File: config.mk
export PLATFORM = sky130hd
export DESIGN_NAME = acc_alu
export DESIGN_NICKNAME = d
export VERILOG_FILES = /design/src/rtl/acc_alu.sv
export SDC_FILE = /design/constraint.sdc
export NUM_CORES = 1
export LEC_CHECK = 0
export BUFFER_PORTS_ARGS = -buffer_cell sky130_fd_sc_hd__buf_2
export CORE_UTILIZATION = 60
export DETAILED_ROUTE_END_ITERATION = 10
export PLACE_DENSITY = 0.82
export SLEW_MARGIN = 10
export SYNTH_ARGS = -nofsm -noshare
export SYNTH_HDL_FRONTEND = slang
export SYNTH_SLANG_ARGS = --single-unit
File: constraint.sdc
create_clock -name clk -period 8.9 [get_ports clk]
set_input_delay 0.89 -clock clk [delete_from_list [all_inputs] [get_ports clk]]
set_output_delay 0.89 -clock clk [all_outputs]
set_load 0.01 [all_outputs]
File: src/rtl/acc_alu.sv
module acc_alu (
  input  logic       clk,
  input  logic       rst_n,
  input  logic       op_en,
  input  logic [4:0] op,
  input  logic [7:0] operand,
  output logic [7:0] acc_q,
  output logic [3:0] flags_q,
  output logic       acc_we,
  output logic       flag_we,
  output logic       mem_we,
  output logic [7:0] mem_wdata
);

  typedef enum logic [4:0] {
    OP_NOP  = 5'd0,  OP_LDA  = 5'd1,  OP_ADD  = 5'd2,  OP_ADDC = 5'd3,
    OP_AND  = 5'd4,  OP_OR   = 5'd5,  OP_XOR  = 5'd6,  OP_CPL  = 5'd7,
    OP_CLR  = 5'd8,  OP_INC  = 5'd9,  OP_DEC  = 5'd10, OP_DA   = 5'd11,
    OP_RL   = 5'd12, OP_RLC  = 5'd13, OP_RRC  = 5'd14, OP_RR   = 5'd15,
    OP_SWAP = 5'd16, OP_XCHD = 5'd17, OP_CLRC = 5'd18, OP_CPLC = 5'd19,
    OP_CLF0 = 5'd20, OP_CPF0 = 5'd21, OP_CLF1 = 5'd22, OP_CPF1 = 5'd23,
    OP_LDF  = 5'd24
  } op_e;

  localparam int C_B  = 3;
  localparam int AC_B = 2;
  localparam int F0_B = 1;
  localparam int F1_B = 0;

  op_e        opc;
  logic       cy, acy;
  logic       cin;
  logic [8:0] sum;
  logic [4:0] nib;
  logic       lo_adj, hi_adj;
  logic [7:0] da1, da2;
  logic [7:0] acc_d;
  logic [3:0] flags_d;

  assign opc = op_e'(op);
  assign cy  = flags_q[C_B];
  assign acy = flags_q[AC_B];

  assign cin = (opc == OP_ADDC) & cy;
  assign sum = {1'b0, acc_q} + {1'b0, operand} + {8'd0, cin};
  assign nib = {1'b0, acc_q[3:0]} + {1'b0, operand[3:0]} + {4'd0, cin};

  assign lo_adj = (acc_q[3:0] > 4'd9) | acy;
  assign da1    = acc_q + (lo_adj ? 8'h06 : 8'h00);
  assign hi_adj = (da1[7:4] > 4'd9) | cy;
  assign da2    = da1 + (hi_adj ? 8'h60 : 8'h00);

  assign mem_we    = op_en & (opc == OP_XCHD);
  assign mem_wdata = {operand[7:4], acc_q[3:0]};

  always_comb begin
    acc_d   = acc_q;
    flags_d = flags_q;
    acc_we  = 1'b0;
    flag_we = 1'b0;
    unique case (opc)
      OP_LDA:  begin acc_d = operand;           acc_we = 1'b1; end
      OP_ADD, OP_ADDC: begin
        acc_d = sum[7:0];
        flags_d[C_B]  = sum[8];
        flags_d[AC_B] = nib[4];
        acc_we = 1'b1; flag_we = 1'b1;
      end
      OP_AND:  begin acc_d = acc_q & operand;   acc_we = 1'b1; end
      OP_OR:   begin acc_d = acc_q | operand;   acc_we = 1'b1; end
      OP_XOR:  begin acc_d = acc_q ^ operand;   acc_we = 1'b1; end
      OP_CPL:  begin acc_d = ~acc_q;            acc_we = 1'b1; end
      OP_CLR:  begin acc_d = 8'h00;             acc_we = 1'b1; end
      OP_INC:  begin acc_d = acc_q + 8'd1;      acc_we = 1'b1; end
      OP_DEC:  begin acc_d = acc_q - 8'd1;      acc_we = 1'b1; end
      OP_DA: begin
        acc_d = da2;
        flags_d[C_B] = cy | hi_adj;
        acc_we = 1'b1; flag_we = 1'b1;
      end
      OP_RL:   begin acc_d = {acc_q[6:0], acc_q[7]}; acc_we = 1'b1; end
      OP_RR:   begin acc_d = {acc_q[0], acc_q[7:1]}; acc_we = 1'b1; end
      OP_RLC: begin
        acc_d = {acc_q[6:0], cy};
        flags_d[C_B] = acc_q[7];
        acc_we = 1'b1; flag_we = 1'b1;
      end
      OP_RRC: begin
        acc_d = {cy, acc_q[7:1]};
        flags_d[C_B] = acc_q[0];
        acc_we = 1'b1; flag_we = 1'b1;
      end
      OP_SWAP: begin acc_d = {acc_q[3:0], acc_q[7:4]};   acc_we = 1'b1; end
      OP_XCHD: begin acc_d = {acc_q[7:4], operand[3:0]}; acc_we = 1'b1; end
      OP_CLRC: begin flags_d[C_B]  = 1'b0;           flag_we = 1'b1; end
      OP_CPLC: begin flags_d[C_B]  = ~cy;            flag_we = 1'b1; end
      OP_CLF0: begin flags_d[F0_B] = 1'b0;           flag_we = 1'b1; end
      OP_CPF0: begin flags_d[F0_B] = ~flags_q[F0_B]; flag_we = 1'b1; end
      OP_CLF1: begin flags_d[F1_B] = 1'b0;           flag_we = 1'b1; end
      OP_CPF1: begin flags_d[F1_B] = ~flags_q[F1_B]; flag_we = 1'b1; end
      OP_LDF:  begin flags_d = operand[7:4];         flag_we = 1'b1; end
      default: ;
    endcase
    if (!op_en) begin
      acc_we  = 1'b0;
      flag_we = 1'b0;
    end
  end

  always_ff @(posedge clk or negedge rst_n) begin
    if (!rst_n) begin
      acc_q   <= 8'h00;
      flags_q <= 4'h0;
    end else begin
      if (acc_we)  acc_q   <= acc_d;
      if (flag_we) flags_q <= flags_d;
    end
  end

  AST_IDLE_HOLD: assert property (@(posedge clk) disable iff (!rst_n)
    !op_en |=> $stable(acc_q) && $stable(flags_q));
  AST_LOGIC_FLAGS: assert property (@(posedge clk) disable iff (!rst_n)
    op_en && op >= 5'd4 && op <= 5'd10 |=> $stable(flags_q));
  AST_RLC_CARRY: assert property (@(posedge clk) disable iff (!rst_n)
    op_en && op == 5'd13 |=> flags_q[3] == $past(acc_q[7]) && acc_q[0] == $past(flags_q[3]));
  AST_RR_PLAIN: assert property (@(posedge clk) disable iff (!rst_n)
    op_en && op == 5'd15 |=> $stable(flags_q) && acc_q == {$past(acc_q[0]), $past(acc_q[7:1])});
  AST_DA_KEEPS_C: assert property (@(posedge clk) disable iff (!rst_n)
    op_en && op == 5'd11 && flags_q[3] |=> flags_q[3]);
  AST_CLRC_ONLY: assert property (@(posedge clk) disable iff (!rst_n)
    op_en && op == 5'd18 |=> !flags_q[3] && $stable(acc_q) && $stable(flags_q[2:0]));
  AST_MEM_WE_XCHD: assert property (@(posedge clk) disable iff (!rst_n)
    mem_we |-> op_en && op == 5'd17);

endmodule

Yosys cells after proc, flatten, opt, wreduce, memory -nomap -nowiden
Cells that the tools add are included.

Reduce and logical (&&, ||, !) cells: 15. Bitwise gates (word level): 13. Magnitude comparators: 2. Add/sub/neg operators: 8. Muxes and demuxes: 11. Equality and inequality tests: 24.

Operator list (number): $pmux 8 s16 (1); $eq 5x5->1 const B (9); $eq 5x4->1 const B (8); $eq 5x3->1 const B (4); $reduce_or 17->1 (1); $reduce_bool 16->1 (1); $reduce_bool 15->1 (1); $reduce_or 12->1 (1); $eq 5x2->1 const B (2); $reduce_and 2->1 (5); $add 8x8->9 (1); $add 9x1->9 (1); $add 8x1->8 const B (1); $add 8x3->8 (1); $add 8x7->8 (1); $and 8x8->8 (1); $gt 4x4->1 const B (2); $not 8->8 (1); $or 8x8->8 (1); $sub 8x1->8 const B (1); $xor 8x8->8 (1); $mux 7 (1); $pmux 1 s7 (1); $reduce_bool 7->1 (1); other kinds (14) (25).

Input port bits: 16. Word-level logic and storage cells: 79. Register bits: 12.

Longest topological paths before layout
Gate-level depths: netlist of run 1.

Depth in word-level cells: 9. Gate-level depth with buffers: 18. Mapped depth without buffers: 18.

Least setup slack after synthesis of run 1
No wires, ideal clock.

Path type: flip-flop to flip-flop. Start point: register acc_q[1]. End point: register acc_q[6]. Slack: 5.223 ns. Period minus slack after synthesis: 3.677 ns. Cell stages (with the launch flop): 19. Arrival: 3.589 ns. Cells stage by stage: dfrtp_1 o21ai_0 nand2b_1 ha_1 inv_1 fa_1 and3b_1 o311ai_1 o211ai_1 nand3_1 ha_1 inv_1 fa_1 or3b_1 a21boi_1 o21ai_1 o311ai_0 nand2_1 a41oi_1.

Longest elaborated chain between the ends: 9. Elaborated cells between the ends (all ways): 13. Classes of those cells: add/sub (6); order compare (2); mux (3); bitwise (2).

Ends and longest elaborated chain: start, declared (RTL line 7) `output logic [7:0] acc_q,`; start signal, assigned (RTL line 112) `acc_q <= 8'h00;`; start signal, assigned (RTL line 115) `if (acc_we) acc_q <= acc_d;`; $gt 4x4->1 (RTL line 48) `assign lo_adj = (acc_q[3:0] > 4'd9) | acy;`; $or 1x1->1 (RTL line 48); $mux 3 (RTL line 49) `assign da1 = acc_q + (lo_adj ? 8'h06 : 8'h00);`; $add 8x3->8 (RTL line 49); $gt 4x4->1 (RTL line 50) `assign hi_adj = (da1[7:4] > 4'd9) | cy;`; $or 1x1->1 (RTL line 50); $mux 7 (RTL line 51) `assign da2 = da1 + (hi_adj ? 8'h60 : 8'h00);`; $add 8x7->8 (RTL line 51); $pmux 8 s16 (*) (RTL line 61) `unique case (opc)`.

Mark *: on every way between the ends. The rest lies on a longest branch, timed or not. A chain may end at the register's enable or synchronous reset.

Worst setup path in the final report of run 1
Ends and elaborated chain as after synthesis.

==> results.toml, run 1 <==
[cts]
cts_buffers = 3
clk_pin_slew_worst_paths_ns = 0.07
clockBufferDepth = 2
cts_sinks = 12
cts_max_level = 1
cts_tree = "yes"
cts_setup_buffers = 0
clk_latency_ns = 0.26
cts_hold_buf = 0
clockRootBuffer = "clkbuf_8"
cts_resized = 0

[sta]
maxSlewHeadroom_pct = 53.9
skew_ns = 0.00440
setup_tns_ns = 0
rsz0062_at_grt = "false"
finalHoldViolations = 0
max_freq_mhz = 244
fin_crit_ns = 4.10
slew_violations = 0
setup_viol_count_final = 0
tightest_slew_ns = 0.687
post-route-period-util_pct = 46.1

[hold_path]
min_path_cells = 2
worstHoldPathType = "flop to flop"

[drt]
drt.antenna.violating_nets = 0
viasPerCell = 6.97
dr.pass1.iters = 6
dr_total_vias = 2984
wirelength_mm = 8.72
drc = 0
drt_iter0_drc = 471
wire_per_inst_um = 20.4

[critical_path]
ff2ff_path_depth = 18
worstPathRequired_ns = 9.07
worstPathArrival_ns = 4.27
cp_max_fo = 13
critPathKind = "flop to flop"
start_kind = "flop"
critical_path.endpoint_type = "flop"

[finish]
final_core_util_pct = 68.0
nNetsFinal = 425
drive_above_1_share_pct = 14.8
final_cells = 428
antenna_cells = 0
area_delta_synth_final_pct = 6.07

[logic_synthesis]
yosysTopAreaCellShare_pct = 11.9
ys_warn_count = 0
synth_top_area_cell = "ha_1"
synthTopCellsByCount = "nor2_1, nand2_1, ha_1"
synth_edf_count = 0
synthFlopType = "dfrtp_1"
ys_types = 67
yosys-top-cells-area = "ha_1, dfrtp_1, nor2_1"
syn-cell-area_um2 = 2620
synth_most_common_cell = "nor2_1"
async_reset_ff_share_pct = 100
syn-num-nets = 408
syn_inst = 362
synth_seq_area_share_pct = 11.5
avgSynthCellArea_um2 = 7.24
ys_ff_latch = 12

[power]
leakage_nw = 1.24
ir_worst_vdd_uv = 92.8
powerDensity_nw_per_um2 = 156
finalPower_w = 0.000434

[floorplanning]
io_pins = 39
die_h_um = 68.1
die_width_um = 68.1
row_count = 23
initial_core_util_pct = 64.1
coreArea_um2 = 4090
dieArea_um2 = 4630

[flow_run]
max_cap_viol_count = 0

[outcome]
status = "completed"

[grt]
grt_pass1_wl_mm = 13.5
grt-ovfl-total = 0
first_global_vias = 2605
grt.total_usage_pct = 40.3
antenna_found_initial = 0
grt_max_degree = 41

[placed_design]
port_buffers = 38
dp_cells = 424
dp_hpwl_mm = 6.42
gp_congestion = 0.997
-- sequential cells by signal, summed over array words and instances, names as in the netlist --
name	count
acc_q	8
flags_q	4
-- worst paths after layout --
kind                         endpoint       start  slack [ns]
max                          acc_q[6]    acc_q[1]        4.80
min                        flags_q[1]  flags_q[1]        0.51
max reg2reg                  acc_q[6]    acc_q[1]        4.80
min reg2reg                flags_q[1]  flags_q[1]        0.51
max in group asynchronous    acc_q[3]       rst_n        8.08
min in group asynchronous  flags_q[0]       rst_n        0.54
-- cells by family (layout without fill, tap and decap cells) --
| family | count (synthesis) | after routing | share of synthesized area [%] |
|---|---|---|---|
| AOI/OAI and AO/OA | 122 | 122 | 31.9 |
| xor gates and xnor gates | 15 | 15 | 5.01 |
| adders and majority gates | 30 | 30 | 15.8 |
| buffers and inverters | 53 | 69 | 9.55 |
| DFF | 12 | 12 | 11.5 |
| muxes | 5 | 5 | 1.96 |
| and+or+nand+nor | 125 | 125 | 24.4 |
-- report_power, final --
part	internal, W	leakage, nW	switching [W]	total [W]
Clock	0.0000394	0.0288	0.0000286	0.0000680
Combinational	0.000109	1.07	0.000154	0.000263
Sequential	0.0000664	0.142	0.0000366	0.000103
-- per-layer routing --
layer  global-route usage, %  up-vias  wire [µm]
li1                        -     1352          -
met5                       0        -          0
met3                    7.00       32        942
met2                    62.9      223       3920
met1                    54.0     1377       3560
met4                    17.2        0        301
-- worst max-delay path, stage by stage (launching register included) --
cell and delay, ns:
dfrtp_1 0.63, o21ai_0 0.17, nand2b_1 0.15, ha_1 0.19
inv_1 0.06, fa_1 0.44, and3b_1 0.32, o311ai_1 0.12
o211ai_1 0.15, nand3_1 0.13, ha_1 0.19, inv_1 0.06
fa_1 0.41, or3b_1 0.35, a21boi_1 0.14, o21ai_1 0.08
o311ai_0 0.12, nand2_1 0.11, a41oi_1 0.20
-- stage by stage --
step	worst slack (ns)	instance area (µm²)	hold slack (ns)
final	4.80	2780	0.512
after floorplan	5.22	2620	0.529
after CTS	4.83	2780	0.523
after global placement	5.00	2720	0.498
after global routing	4.44	2780	0.551
after detailed placement	4.84	2720	0.508
-- layout by cell type, fill, tap and decap left out, drive strengths merged, types with 3 or more instances in the layout --
cell type,n
a211oi,4
a21o,4
a21oi,23
a221oi,4
a2bb2oi,3
a31oi,8
a32oi,4
and3,4
and4,3
buf,38
clkbuf,4
dfrtp,12
fa,5
ha,25
inv,27
mux2i,4
nand2,30
nand2b,7
nand3,9
nor2,37
nor2b,6
nor3,14
nor3b,3
o211ai,4
o21a,4
o21ai,30
o22ai,7
o31a,3
or3b,3
xnor2,7
xor2,8
-- area by class of cell --
type / instances / area [µm²]
multi-input combinational: 297 / 2070
fill: 376 / 1310
sequential: 12 / 300
timing repair buffer: 38 / 190
inverter: 27 / 101
tap: 50 / 62.6
clock buffer: 4 / 55.1
No activity file was read; power rests on OpenSTA's default activity.
==> inputs of run 2 (changes only) <==
--- a/config.mk
+++ b/config.mk
@@ -6,9 +6,9 @@
 export NUM_CORES = 1
 export LEC_CHECK = 0
 export BUFFER_PORTS_ARGS = -buffer_cell sky130_fd_sc_hd__buf_2
-export CORE_UTILIZATION = 60
+export CORE_UTILIZATION = 53
 export DETAILED_ROUTE_END_ITERATION = 10
-export PLACE_DENSITY = 0.82
+export PLACE_DENSITY = 0.77
 export SLEW_MARGIN = 10
 export SYNTH_ARGS = -nofsm -noshare
 export SYNTH_HDL_FRONTEND = slang
==> constraint.sdc (replaced) <==
create_clock -name clk -period 3.5 [get_ports clk]
set_input_delay 0.35 -clock clk [delete_from_list [all_inputs] [get_ports clk]]
set_output_delay 0.35 -clock clk [all_outputs]
set_load 0.01 [all_outputs]
==> run 2 against run 1 <==
Effect of this change: the run now ends with negative hold slack, negative setup slack left; via count up 6.7%; core utilization down 1.8 points; largest power group unchanged; largest cell class unchanged; register-to-register slack got worse by 5.0 ns; fmax rose by 12%.
==> results.toml, run 2 (synthesized netlist as in run 1, its figures left out) <==
[critical_path]
crit_end = "acc_q[6]"
crit_chain = "o21ai_2 > nand2b_1 > ha_2 > inv_2 > fa_2 > and3b_2 > o311ai_4 > o211ai_1 > nand3_1 > ha_2 > inv_2 > fa_1 > or3b_1 > a21boi_1 > o21ai_1 > o311ai_1 > nand2_1 > a41oi_2"
cp_max_fo = 3
cpPeakStageDelay_ns = 0.39
crit_cells = 18
critPathKind = "flop to flop"
worstPathArrival_ns = 3.83
startpoint = "acc_q[1]"
ff2ff_path_depth = 18
worstPathRequired_ns = 3.67
r2r_end = "acc_q[6]"
reg2reg_from = "acc_q[1]"
crit_buf_inv = 2
r2r_slack_ns = -0.16
critical_path.endpoint_type = "flop"
cp_top_family = "adder cells"
cpMaxStageDelayCell = "fa_1"
start_kind = "flop"

[sta]
maxSlewHeadroom_pct = 54.8
hold-worst-slack_ns = -0.0172
slew_violations = 0
finalHoldViolations = 12
worst_slack_ns = -0.158
setup_viol_count_final = 1
rsz0062_at_grt = "true"
tightest_slew_ns = 0.673
fin_crit_ns = 3.66
skew_ns = 0.00419
max_freq_mhz = 273
post-route-period-util_pct = 105

[drt]
dr.pass1.iters = 6
drt.antenna.violating_nets = 0
wire_per_inst_um = 20.1
wirelength_mm = 9.64
drt_iter0_drc = 646
viasPerCell = 6.65
dr_total_vias = 3184
drc = 0

[cts]
cts_buffers = 3
clockBufferDepth = 2
cts_tree = "yes"
cts_sinks = 12
clk_latency_ns = 0.26
cts_max_level = 1
clockRootBuffer = "clkbuf_8"
clk_pin_slew_worst_paths_ns = 0.07

[placed_design]
dp_hpwl_mm = 6.77
dp_cells = 457
port_buffers = 38
place_area_um2 = 2870
gp_congestion = 1.06

[floorplanning]
io_pins = 39
row_count = 25
dieArea_um2 = 5230
initial_core_util_pct = 55.1
die_h_um = 72.3
die_width_um = 72.3
coreArea_um2 = 4750

[grt]
met1_usage_pct = 50.1
met2_usage_pct = 58.0
gr-usage-met3_pct = 7.50
antenna_found_initial = 0
grt.total_usage_pct = 38.0
first_global_vias = 3004
busiest_layer = "met2"
grt_max_degree = 40
grt-ovfl-total = 0
grt_pass1_wl_mm = 15.1

[finish]
final_cells = 479
drive_above_1_share_pct = 25.0
regMostFlops = "acc_q"
fin_area_um2 = 3150
largest_reg_flops = 8
antenna_cells = 0
final_core_util_pct = 66.2
nNetsFinal = 459
nFillCells = 423
largest_registers = "acc_q: 8 flops, flags_q: 4 flops"
final_common_cell = "buf_2"
area_delta_synth_final_pct = 20.1
layout_common_cells = "buf_2, nor2_1, nand2_1, buf_4, ha_1"

[power]
powerDensity_nw_per_um2 = 405
ir_worst_vdd_uv = 259
leakage_nw = 1.41
finalPower_w = 0.00127

[flow_run]
max_cap_viol_count = 0

[outcome]
status = "finished with violations"
violations = "negative hold slack, negative setup slack"

[hold_path]
worstHoldPathType = "primary input to asynchronous set/reset pin"
## run 2: cell types whose count changed in the layout (fill, tap and decap cells not counted), sizes merged
cell / delta
buf: +34
## run 2: cell type report
class,count,area (µm²),area share (%)
inverter,27,101,3.22
multi-input combinational,297,2130,67.7
tap,67,83.8,2.67
sequential,12,304,9.67
timing repair buffer,72,483,15.4
clock buffer,4,45.0,1.43
## run 2: repair_timing
action                                  in CTS  in global routing
pin swaps                                   10                 12
buffers inserted                            16                  2
hold buffers                                 0                  0
resized for setup                            8                 16
endpoints found under the setup margin       1                  3
## run 2: worst min path at each step
stage            endpoint  slack (ns)
2_1_floorplan    acc_q[0]        0.05
3_3_place_gp     acc_q[0]        0.27
3_5_place_dp     acc_q[0]        0.27
4_1_cts          acc_q[0]       0.004
5_1_grt        flags_q[3]       0.006
6_report         acc_q[0]       -0.02
## run 2: per-stage QoR
step                      setup TNS, ns  setup WS (ns)
after detailed placement         -0.129         -0.129
final                            -0.158         -0.158
after global placement                0         0.0296
after floorplan                       0         0.0219
after CTS                      -0.00557       -0.00557
after global routing             -0.462         -0.328
## run 2: where the power goes
part	switching [W]	internal [W]	total [W]
Combinational	0.000504	0.000400	0.000904
Sequential	0.0000464	0.000171	0.000217
Clock	0.0000717	0.0000809	0.000153
Total	0.000622	0.000652	0.00127
## run 2: per-layer routing
layer	routed length (µm)	share of wire, %
met5	0	0
met3	1210	13
met2	4210	44
met1	3710	38
met4	512	5.3
